**src/rtl/dtimer_pkg.sv**
```systemverilog
package dtimer_pkg;

    localparam int NUM_TIMERS = 2;
    localparam int BANK_WORDS = 6;
    localparam int WINDOW_WORDS = NUM_TIMERS * BANK_WORDS;
    localparam int OFF_W = 3;

    typedef enum logic [OFF_W-1:0] {
        OFF_VALUE  = 3'd0,
        OFF_LOAD   = 3'd1,
        OFF_BGLOAD = 3'd2,
        OFF_CTRL   = 3'd3,
        OFF_RAW    = 3'd4,
        OFF_MASKED = 3'd5
    } reg_off_e;

    typedef struct packed {
        logic irq_en;
        logic one_shot;
        logic enable;
    } ctrl_t;

    function automatic ctrl_t to_ctrl(input logic [2:0] bits);
        return ctrl_t'(bits);
    endfunction

endpackage

```
**src/rtl/dtimer_decode.sv**
```systemverilog
module dtimer_decode
    import dtimer_pkg::*;
#(
    parameter int ADDR_W = 4
) (
    input  logic [ADDR_W-1:0]     addr,
    output logic [NUM_TIMERS-1:0] sel,
    output reg_off_e              off
);

    for (genvar i = 0; i < NUM_TIMERS; i++) begin : g_bank
        localparam logic [ADDR_W-1:0] BASE = ADDR_W'(i * BANK_WORDS);
        localparam logic [ADDR_W-1:0] LIMIT = ADDR_W'((i + 1) * BANK_WORDS);
        assign sel[i] = (addr >= BASE) && (addr < LIMIT);
    end

    always_comb begin
        logic [ADDR_W-1:0] diff;
        diff = '0;
        for (int i = 0; i < NUM_TIMERS; i++) begin
            if (sel[i]) diff = addr - ADDR_W'(i * BANK_WORDS);
        end
        off = reg_off_e'(diff[OFF_W-1:0]);
    end

endmodule

```
**src/rtl/dtimer_channel.sv**
```systemverilog
module dtimer_channel
    import dtimer_pkg::*;
#(
    parameter int DATA_W = 32
) (
    input  logic              clk,
    input  logic              rst,
    input  logic              wr,
    input  reg_off_e          off,
    input  logic [DATA_W-1:0] wdata,
    output logic [DATA_W-1:0] rd_word,
    output logic [DATA_W-1:0] count,
    output logic [DATA_W-1:0] load,
    output ctrl_t             ctrl,
    output logic              raw,
    output logic              running,
    output logic              irq
);

    logic [DATA_W-1:0] bg_q;
    logic              expire;

    assign expire = running && (count == '0);
    assign irq    = raw && ctrl.irq_en;

    always_ff @(posedge clk) begin
        if (rst) begin
            count   <= '0;
            load    <= '0;
            bg_q    <= '0;
            ctrl    <= '0;
            raw     <= 1'b0;
            running <= 1'b0;
        end else begin
            // free-running behaviour first; register writes below override it
            if (running) begin
                if (expire) begin
                    if (ctrl.one_shot) running <= 1'b0;
                    else count <= load;
                end else begin
                    count <= count - DATA_W'(1);
                end
            end

            if (wr && off == OFF_RAW && wdata[0]) raw <= 1'b0;
            if (expire) raw <= 1'b1;

            if (wr) begin
                case (off)
                    OFF_CTRL: begin
                        ctrl <= to_ctrl(wdata[2:0]);
                        if (wdata[0]) begin
                            count   <= load;
                            running <= 1'b1;
                        end else begin
                            running <= 1'b0;
                        end
                    end
                    OFF_LOAD: begin
                        load <= wdata;
                        if (ctrl.enable) begin
                            count   <= wdata;
                            running <= 1'b1;
                        end
                    end
                    OFF_BGLOAD: begin
                        bg_q <= wdata;
                        load <= wdata;
                    end
                    default: ;
                endcase
            end
        end
    end

    always_comb begin
        rd_word = '0;
        case (off)
            OFF_VALUE:  rd_word = count;
            OFF_LOAD:   rd_word = load;
            OFF_BGLOAD: rd_word = bg_q;
            OFF_CTRL:   rd_word[2:0] = ctrl;
            OFF_RAW:    rd_word[0] = raw;
            OFF_MASKED: rd_word[0] = irq;
            default:    rd_word = '0;
        endcase
    end

endmodule

```
**src/rtl/dual_down_timer.sv**
```systemverilog
module dual_down_timer
    import dtimer_pkg::*;
#(
    parameter int DATA_W = 32,
    parameter int ADDR_W = 4
) (
    input  logic                  clk,
    input  logic                  rst,
    input  logic [ADDR_W-1:0]     bus_addr,
    input  logic                  bus_we,
    input  logic [DATA_W-1:0]     bus_wdata,
    output logic [DATA_W-1:0]     bus_rdata,
    output logic [NUM_TIMERS-1:0] irq
);

    logic [NUM_TIMERS-1:0]             sel;
    reg_off_e                          off;
    logic [NUM_TIMERS-1:0][DATA_W-1:0] ch_rd;
    logic [NUM_TIMERS-1:0][DATA_W-1:0] ch_count;
    logic [NUM_TIMERS-1:0][DATA_W-1:0] ch_load;
    logic [NUM_TIMERS-1:0]             ch_run;
    logic [NUM_TIMERS-1:0]             ch_raw;
    logic [NUM_TIMERS-1:0]             ch_oneshot;
    logic [NUM_TIMERS-1:0]             ch_ie;

    dtimer_decode #(.ADDR_W(ADDR_W)) u_decode (
        .addr (bus_addr),
        .sel  (sel),
        .off  (off)
    );

    for (genvar i = 0; i < NUM_TIMERS; i++) begin : g_ch
        ctrl_t ctrl_i;

        dtimer_channel #(.DATA_W(DATA_W)) u_ch (
            .clk     (clk),
            .rst     (rst),
            .wr      (bus_we && sel[i]),
            .off     (off),
            .wdata   (bus_wdata),
            .rd_word (ch_rd[i]),
            .count   (ch_count[i]),
            .load    (ch_load[i]),
            .ctrl    (ctrl_i),
            .raw     (ch_raw[i]),
            .running (ch_run[i]),
            .irq     (irq[i])
        );

        assign ch_oneshot[i] = ctrl_i.one_shot;
        assign ch_ie[i]      = ctrl_i.irq_en;
    end

    always_comb begin
        bus_rdata = '0;
        for (int i = 0; i < NUM_TIMERS; i++) begin
            if (sel[i]) bus_rdata = ch_rd[i];
        end
    end

endmodule

```
**config.mk**
```make
export PLATFORM = sky130hd
export DESIGN_NAME = dual_down_timer
export DESIGN_NICKNAME = d
export VERILOG_FILES = /design/src/rtl/dtimer_pkg.sv /design/src/rtl/dtimer_decode.sv /design/src/rtl/dtimer_channel.sv /design/src/rtl/dual_down_timer.sv
export SDC_FILE = /design/constraint.sdc
export NUM_CORES = 1
export LEC_CHECK = 0
export CAP_MARGIN = 10
export CORE_UTILIZATION = 35
export CTS_BUF_LIST = sky130_fd_sc_hd__clkbuf_8 sky130_fd_sc_hd__clkbuf_16
export DETAILED_ROUTE_END_ITERATION = 16
export DONT_BUFFER_PORTS = 1
export GPL_TIMING_DRIVEN = 0
export PLACE_DENSITY = 0.59
export SYNTH_ARGS = -nofsm -noshare
export SYNTH_HDL_FRONTEND = slang
export SYNTH_HIERARCHICAL = 1
export SYNTH_SLANG_ARGS = --single-unit
```
**constraint.sdc**
```tcl
create_clock -name clk -period 3.4 [get_ports clk]
set_input_delay 0.17 -clock clk [delete_from_list [all_inputs] [get_ports clk]]
set_output_delay 0.17 -clock clk [all_outputs]
set_load 0.05 [all_outputs]
```
==> metrics.yaml, run 1 <==
core_area_mm2: 0.0368
synth_area_leaders: "dfxtp_1 31%, nand2_1 11%, a21oi_1 9.7%"
synth-seq-cells: 202
min_from: "bus_wdata[19]"
outcome: "complete, no violations"
viasPerCell: 6.46
die_area_mm2: 0.0383
ant_nets: 0
netlist_instances: 1859
ys_seq_area_share_pct: 30.8
num_vias: 15617
hold_path_depth: 3
p_leak_nw: 5.00
drt_first_iter_violations: 1990
first_global_vias: 14617
antenna_found_initial: 9
hold_path.class: "input pin to register"
insertion_delay_ps: 560
drive_above_1_share_pct: 6.19
path_clk_slew_ps: 70
slew_headroom_pct: 17.0
routedWlPerCell_um: 29.2
required_ps: 3870
grt_max_degree: 15
rsz0062_at_grt: "no"
fillers: 3917
path_class: "register to register"
slew_viol_final: 0
grt_pass1_wl_um: 101000
cts_buffers: 25
cp_max_fo: 10
p_total_w: 0.00608
die_h_um: 196
gp_congestion: 1.01
grt_use_total_pct: 36.0
port_buffers: 0
postCtsSetupBuffers: 0
end_kind: "register"
synth-edff-count: 0
setup_slack_ps: 126
worstSetupStartpointType: "register"
synth_fp_nets: 1900
cts_buffer_depth: 3
finalCriticalPeriod_ps: 3270
wl_um: 70500
final_nets: 1965
r2r-start: "g_ch[1].u_ch/ctrl[0]"
dp_slack_ps: -271
yosysWarnings: 6
avgSynthCellArea_um2: 7.07
h-tree-depth: 1
placed_cells: 2331
tightest_slew_ps: 1230
synthToLayoutAreaGrowth_pct: 13.7
yosys.area.top_type_share_pct: 30.8
skew_ps: 18.3
hold_path_end: "g_ch[0].u_ch/count[19]"
stdcell_count: 2416
max_freq_mhz: 305
hold_slack_ps: 14.5
ys_types: 73
chipWidth_um: 196
top_level_ports: 73
post-route-period-util_pct: 96.3
start_util_pct: 35.7
overflow: 0
synth_ff_type: "dfxtp_1"
synth_largest_area_cell: "dfxtp_1"
hpwlAfterDp_um: 49500
rows: 70
cap_violations: 0
setup_viol: 0
cts_sinks: 202
postLayoutCellArea_mm2: 0.0149
finalHoldViolCount: 0
rrSetupSlack_ps: 130
placed_cell_area_mm2: 0.0138
root_buffer: "clkbuf_16"
power.density_mw_per_mm2: 407
synth.cell_area_mm2: 0.0131
cts_tree: "yes"
async_flop_share_pct: 0
r2r_cells: 6
firstDrtPassIters: 6
r2r-end: "g_ch[1].u_ch/count[3]"
drc: 0
vdd_drop_max_uv: 327
crit_arrival_ps: 3750
==> registers in the layout (all words and copies together) (netlist names) <==
| signal | flops |
|---|---|
| g_ch.u_ch/ctrl | 6 |
| g_ch.u_ch/raw | 2 |
| g_ch.u_ch/running | 2 |
| g_ch.u_ch/bg_q | 64 |
| g_ch.u_ch/count | 64 |
| g_ch.u_ch/load | 64 |
==> report_power, final <==
group / internal (W) / leakage (nW) / switching, W / total, W
Clock: 0.00158 / 0.425 / 0.00113 / 0.00272
Sequential: 0.00241 / 1.63 / 0.0000503 / 0.00246
Combinational: 0.000253 / 2.94 / 0.000659 / 0.000911
==> cells by family after synthesis <==
kind of cell / share of synthesized area (%)
compound gates: 29.4
simple gates: 27.9
buf+inv: 5.39
fa+ha+maj: 0.190
xor+xnor: 0.333
mux: 5.92
flops: 30.8
==> worst max path at each step <==
stage | start | to | cells after the start
2_1_floorplan | bus_addr[0] | bus_rdata[29] | 8
3_3_place_gp | bus_addr[0] | g_ch[0].u_ch/count[3] | 7
3_5_place_dp | bus_addr[1] | bus_rdata[11] | 10
4_1_cts | bus_addr[1] | bus_rdata[12] | 10
5_1_grt | g_ch[1].u_ch/count[1] | g_ch[1].u_ch/count[4] | 8
6_report | g_ch[1].u_ch/ctrl[0] | g_ch[1].u_ch/count[3] | 6
==> per-layer routing <==
metal	vias to the layer above	global-route usage, %	share of wire (%)
li1	6904	-	-
met3	298	7.07	9.9
met5	-	0	0.077
met4	8	22.7	7.4
met2	1032	56.1	43
met1	7375	45.7	39
==> cell type report <==
type | instances | area (um2) | share of cell area (%)
multi-input cells | 1486 | 8410 | 56.3
flip-flops and latches | 202 | 4040 | 27.1
inverters | 28 | 105 | 0.704
clock inverters | 13 | 110 | 0.737
clock buffers | 30 | 694 | 4.65
repair buffers | 38 | 360 | 2.41
diodes | 8 | 20.0 | 0.134
plain buffers | 143 | 609 | 4.08
well taps | 468 | 586 | 3.92
==> worst max-delay path, cell delays in order, from the launching register on <==
cell and delay, ps:
dfxtp_1 470, inv_1 310, nor3b_1 530, clkbuf_1 700, clkbuf_1 750, a21boi_0 230, o22ai_1 190
==> placed cells by master, fill, tap and decap left out, types with 8 or more instances in the layout <==
master and count:
a22o_1 34, nor3_2 8, or4_1 12, nand2_1 371, nor3_1 40, clkbuf_16 25, a31o_2 12, o21ai_0 115
dlygate4sd3_1 33, inv_1 33, nor3b_1 14, buf_2 8, and2_1 8, a21oi_1 255, nor2_1 183, nand2b_1 9
buf_1 11, a22oi_1 46, nand3_1 34, a31oi_1 18, o41ai_1 8, a211oi_1 14, buf_6 8, mux2i_1 71
and3_1 12, clkbuf_1 114, diode_2 8, a221oi_1 22, nor2b_1 10, nand4_1 28, dfxtp_1 202, o22ai_1 24
or3_1 8, o31ai_1 9
==> Yosys cell counts (28+ instances only) <==
cell        n
nand2_1   371
a21oi_1   255
dfxtp_1   202
nor2_1    183
clkbuf_1  118
o21ai_0   115
mux2i_1    71
a22oi_1    46
nor3_1     40
a22o_1     34
nand3_1    34
nand4_1    28
==> stage by stage <==
| step | utilization, % | TNS [ps] |
|---|---|---|
| after floorplan | - | 0 |
| after global placement | 37.3 | -35450 |
| after detailed placement | 37.4 | -3270 |
| after CTS | 40.5 | 0 |
| after global routing | 40.5 | 0 |
| final | 40.6 | 0 |
==> repair_timing <==
item	in CTS	in global routing
hold buffers	33	0
endpoints found under the hold margin	191	0
resized for setup	3	6
pin swaps	0	1
endpoints found under the setup margin	20	23
(Power assumes the default switching activity.)
==> run 2: changes to the inputs <==
--- a/config.mk
+++ b/config.mk
@@ -6,12 +6,14 @@
 export NUM_CORES = 1
 export LEC_CHECK = 0
 export CAP_MARGIN = 10
+export CELL_PAD_IN_SITES_DETAIL_PLACEMENT = 0
+export CELL_PAD_IN_SITES_GLOBAL_PLACEMENT = 1
 export CORE_UTILIZATION = 35
 export CTS_BUF_LIST = sky130_fd_sc_hd__clkbuf_8 sky130_fd_sc_hd__clkbuf_16
 export DETAILED_ROUTE_END_ITERATION = 16
 export DONT_BUFFER_PORTS = 1
 export GPL_TIMING_DRIVEN = 0
-export PLACE_DENSITY = 0.59
+export PLACE_DENSITY = 0.73
 export SYNTH_ARGS = -nofsm -noshare
 export SYNTH_HDL_FRONTEND = slang
 export SYNTH_HIERARCHICAL = 1
==> run 2 against run 1 <==
Highest routed layer unchanged. Fmax is 0.26% lower. Register-to-register slack better by 80 ps. Final cell count is 0.37% higher. First-iteration DRC count is 5.7% higher. Setup slack worse by 8.4 ps. Largest cell class unchanged. Sequential share of layout area is 0.13 points lower.
==> metrics.yaml, run 2 (synthesis results as in run 1) <==
outcome: "complete, no violations"
cts_buffers: 27
firstDrtPassIters: 6
worstSetupStartpointType: "input pin"
insertion_delay_ps: 570
synthToLayoutAreaGrowth_pct: 14.2
cts_buffer_depth: 3
rsz0062_at_grt: "no"
path_class: "input pin to output port"
cp_max_fo: 10
chipWidth_um: 196
finalHoldViolCount: 0
grt_use_total_pct: 35.2
r2r-start: "g_ch[0].u_ch/ctrl[0]"
cap_violations: 0
r2r-end: "g_ch[0].u_ch/count[3]"
gp_congestion: 0.992
final_nets: 1965
wl_um: 69200
placed_cell_area_mm2: 0.0138
setup_viol: 0
p_leak_nw: 5.01
required_ps: 3230
ant_nets: 0
root_buffer: "clkbuf_16"
utilization_pct: 40.8
grt_max_degree: 15
drt_first_iter_violations: 2103
port_buffers: 0
start_util_pct: 35.7
path_common_cell: "clkbuf_1"
antenna_found_initial: 8
overflow: 0
die_h_um: 196
slew_viol_final: 0
slew_headroom_pct: 17.0
top_level_ports: 73
reg_top3: "g_ch.u_ch/bg_q x64, g_ch.u_ch/count x64, g_ch.u_ch/load x64"
crit_arrival_ps: 3110
hold_slack_ps: 21.1
die_area_mm2: 0.0383
num_vias: 15488
post-route-period-util_pct: 96.6
hpwlAfterDp_um: 48500
vdd_drop_max_uv: 385
drive_above_1_share_pct: 6.38
finalCriticalPeriod_ps: 3280
tightest_slew_ps: 1230
crit_chain: "xnor2_1, nor2_1, clkbuf_1, nor2b_1, clkbuf_1, clkbuf_1, a21oi_1, nor2_1, nand2_1, o21ai_1"
endpoint: "bus_rdata[30]"
routedWlPerCell_um: 28.5
power.density_mw_per_mm2: 418
core_area_mm2: 0.0368
grt_pass1_wl_um: 99100
setup.worst_path.start: "bus_addr[3]"
mostFrequentLayoutCell: "nand2_1"
viasPerCell: 6.39
path_clk_slew_ps: 60
cpPeakStageDelay_ps: 800
postLayoutCellArea_mm2: 0.0150
r2r_cells: 6
cts_tree: "yes"
hold_path.class: "input pin to register"
first_global_vias: 14335
h-tree-depth: 1
end_kind: "output port"
rows: 70
rrSetupSlack_ps: 210
skew_ps: 10.9
cts_sinks: 202
drc: 0
max_freq_mhz: 305
cp_slowest_cell: "o21ai_1"
postCtsSetupBuffers: 0
final_cell_mix: "371 x nand2_1, 255 x a21oi_1, 202 x dfxtp_1"
[run 2: cell type report]
class	instances	area [um2]
Fill cell	3901	21800
Multi-Input combinational cell	1486	8400
Sequential cell	202	4040
Clock buffer	32	744
Buffer	143	607
Tap cell	468	586
Timing Repair Buffer	36	343
Clock inverter	17	144
Inverter	28	105
Antenna cell	13	32.5
[run 2: worst max-delay path, delay by kind of cell]
kind                      cells  cell delay (ps)
buffers and inverters         3             1240
and+or+nand+nor               4              610
xor gates and xnor gates      1              120
AOI/OAI and AO/OA             2              950
[run 2: power breakdown]
group | leakage (nW) | total (W) | internal [W] | switching [W]
clock network | 0.453 | 0.00291 | 0.00170 | 0.00120
registers | 1.63 | 0.00245 | 0.00241 | 0.0000490
logic | 2.93 | 0.000914 | 0.000252 | 0.000662
total | 5.01 | 0.00628 | 0.00436 | 0.00192
[run 2: worst min-delay path by stage]
stage | endpoint | slack (ps) | cells after the start | startpoint
2_1_floorplan | g_ch[0].u_ch/bg_q[1] | 310 | 2 | bus_wdata[1]
3_3_place_gp | g_ch[1].u_ch/bg_q[26] | 310 | 2 | bus_wdata[26]
3_5_place_dp | g_ch[0].u_ch/load[16] | 310 | 2 | bus_wdata[16]
4_1_cts | g_ch[0].u_ch/count[3] | 2 | 4 | bus_wdata[3]
5_1_grt | g_ch[1].u_ch/count[7] | 30 | 4 | bus_wdata[7]
6_report | g_ch[0].u_ch/count[3] | 20 | 4 | bus_wdata[3]
[run 2: through the flow]
stage / TNS [ps] / total power [W] / std cells / setup WS [ps]
after detailed placement: -1970 / 0.00328 / 2329 / -229
after floorplan: 0 / 0.00302 / 1859 / 550
final: 0 / 0.00628 / 2425 / 117
after CTS: 0 / 0.00627 / 2410 / 194
after global routing: 0 / 0.00645 / 2415 / 6.13
after global placement: -31400 / 0.00327 / 2327 / -725
[run 2: timing repair]
| action | CTS | global route |
|---|---|---|
| resized for setup | 3 | 0 |
| endpoints found under the hold margin | 190 | 0 |
| setup endpoints to repair | 16 | 0 |
| hold buffers | 32 | 0 |
[run 2: metal layers]
metal | vias up | wire length (um) | GRT usage, %
met4 | 6 | 3560 | 16.6
met1 | 7417 | 27600 | 44.2
met5 | - | 40 | 0
li1 | 6904 | - | -
met2 | 942 | 31300 | 57.0
met3 | 219 | 6660 | 7.94
==> run 3: changes to the inputs <==
--- a/config.mk
+++ b/config.mk
@@ -8,6 +8,7 @@
 export CAP_MARGIN = 10
 export CELL_PAD_IN_SITES_DETAIL_PLACEMENT = 0
 export CELL_PAD_IN_SITES_GLOBAL_PLACEMENT = 1
+export CORE_ASPECT_RATIO = 1.2
 export CORE_UTILIZATION = 35
 export CTS_BUF_LIST = sky130_fd_sc_hd__clkbuf_8 sky130_fd_sc_hd__clkbuf_16
 export DETAILED_ROUTE_END_ITERATION = 16
==> constraint.sdc (replaced) <==
create_clock -name clk -period 3.4 [get_ports clk]
set_input_delay 0 -clock clk [delete_from_list [all_inputs] [get_ports clk]]
set_output_delay 0 -clock clk [all_outputs]
set_load 0.05 [all_outputs]
==> run 3 against run 2 <==
Via count decreased by 1.6%. Worst hold slack improved by 83 ps. Die area about the same. Largest cell class unchanged. Highest routed layer unchanged.
==> metrics.yaml, run 3 (synthesis results as in run 1) <==
tns_ps: 0
viasPerCell: 6.31
cts_sinks: 202
ant_nets: 0
postCtsSetupBuffers: 0
cts_buffer_depth: 3
die_area_mm2: 0.0383
h-tree-depth: 1
final_nets: 1966
finalCriticalPeriod_ps: 3260
end_kind: "output port"
post-route-period-util_pct: 95.9
hpwlAfterDp_um: 48700
firstDrtPassIters: 8
r2r-start: "g_ch[1].u_ch/count[1]"
path_clk_slew_ps: 50
utilization_pct: 40.4
drc: 0
top_level_ports: 73
setup_viol: 0
cp_max_fo: 10
reg_top3: "g_ch.u_ch/bg_q x64, g_ch.u_ch/count x64, g_ch.u_ch/load x64"
hold_slack_ps: 104
routedWlPerCell_um: 27.7
post_cts_resized: 0
root_buffer: "clkbuf_16"
skew_ps: 22.6
min_from: "rst"
core_area_mm2: 0.0369
mostFrequentLayoutCell: "nand2_1"
port_buffers: 0
finalHoldViolCount: 0
hold_path_end: "g_ch[0].u_ch/running"
grt_pass1_wl_um: 96400
outcome: "complete, no violations"
insertion_delay_ps: 560
vdd_drop_max_uv: 359
required_ps: 3400
p_total_w: 0.00604
chipWidth_um: 179
gp_congestion: 1.06
cts_hold_buf: 34
drive_above_1_share_pct: 5.83
hold_path_depth: 4
overflow: 0
grt_use_total_pct: 34.4
slew_viol_final: 0
r2r-end: "g_ch[1].u_ch/count[4]"
fillers: 3924
cap_violations: 0
r2r_cells: 8
max_freq_mhz: 307
slew_headroom_pct: 12.2
hold_path.class: "input pin to register"
worstSetupStartpointType: "input pin"
rrSetupSlack_ps: 230
synthToLayoutAreaGrowth_pct: 13.4
cts_tree: "yes"
p_leak_nw: 4.96
rows: 77
rsz0062_at_grt: "no"
first_global_vias: 14273
placed_cells: 2337
path_class: "input pin to output port"
antenna_found_initial: 1
final_cell_mix: "371 x nand2_1, 255 x a21oi_1, 202 x dfxtp_1"
cts_buffers: 25
start_util_pct: 35.6
drt_first_iter_violations: 1936
die_h_um: 214
wl_um: 67000
power.density_mw_per_mm2: 405
grt_max_degree: 15
crit_arrival_ps: 3260
tightest_slew_ps: 1310
num_vias: 15240
stdcell_count: 2415
==> run 3: cell count changes in the layout (fill, tap and decap cells not counted), sizes merged, moves of 2 or more <==
cell,before,now
diode,13,2
clkinv,7,3
buf,27,29
clkbuf,152,150
dlygate4sd3,32,34
==> run 3: worst max path at each step <==
stage                     start                     to  slack, ps  cells past startpoint
floorplan           bus_addr[0]          bus_rdata[29]        890                      8
global placement    bus_addr[0]  g_ch[1].u_ch/count[3]       -590                      7
detailed placement  bus_addr[1]  g_ch[0].u_ch/count[6]        110                      8
CTS                 bus_addr[1]          bus_rdata[16]        200                     10
global route        bus_addr[1]          bus_rdata[15]          1                     10
finish              bus_addr[1]          bus_rdata[15]        140                     10
==> run 3: worst max-delay path, stage by stage <==
cell and delay (ps):
xnor2_1 100, nor2_1 200, clkbuf_1 370, buf_1 650, clkbuf_1 670, mux2i_1 260, nor2_1 60, a21oi_1 370
nor2_1 70, a22o_1 490
==> run 3: where the power goes <==
part           internal [W]  total [W]  switching, W
Clock               0.00153    0.00266       0.00112
Sequential          0.00241    0.00245     0.0000493
Combinational      0.000254   0.000924      0.000669
Total               0.00419    0.00604       0.00184
==> run 3: layer usage <==
| metal | track usage [%] | vias to the layer above | part of all wire (%) |
|---|---|---|---|
| li1 | - | 6874 | - |
| met2 | 56.4 | 905 | 47 |
| met1 | 39.8 | 7164 | 37 |
| met4 | 24.0 | 2 | 8.1 |
| met5 | 0 | - | 0.018 |
| met3 | 6.44 | 295 | 8.4 |
==> run 3: cell type report <==
| type | count | area (um2) | share of cell area, % |
|---|---|---|---|
| multi-input combinational | 1486 | 8390 | 56.3 |
| sequential | 202 | 4040 | 27.1 |
| clock buffer | 31 | 708 | 4.75 |
| buffer | 143 | 603 | 4.05 |
| tap | 474 | 593 | 3.98 |
| timing repair buffer | 39 | 370 | 2.49 |
| inverter | 28 | 105 | 0.705 |
| clock inverter | 10 | 82.6 | 0.554 |
| antenna | 2 | 5.00 | 0.0336 |
==> run 3: stage by stage <==
step	setup slack, ps	cell area, um2
final	140	14900
after global routing	1.24	14900
after CTS	198	14900
after detailed placement	110	13800
after global placement	-590	13700
after floorplan	890	13100
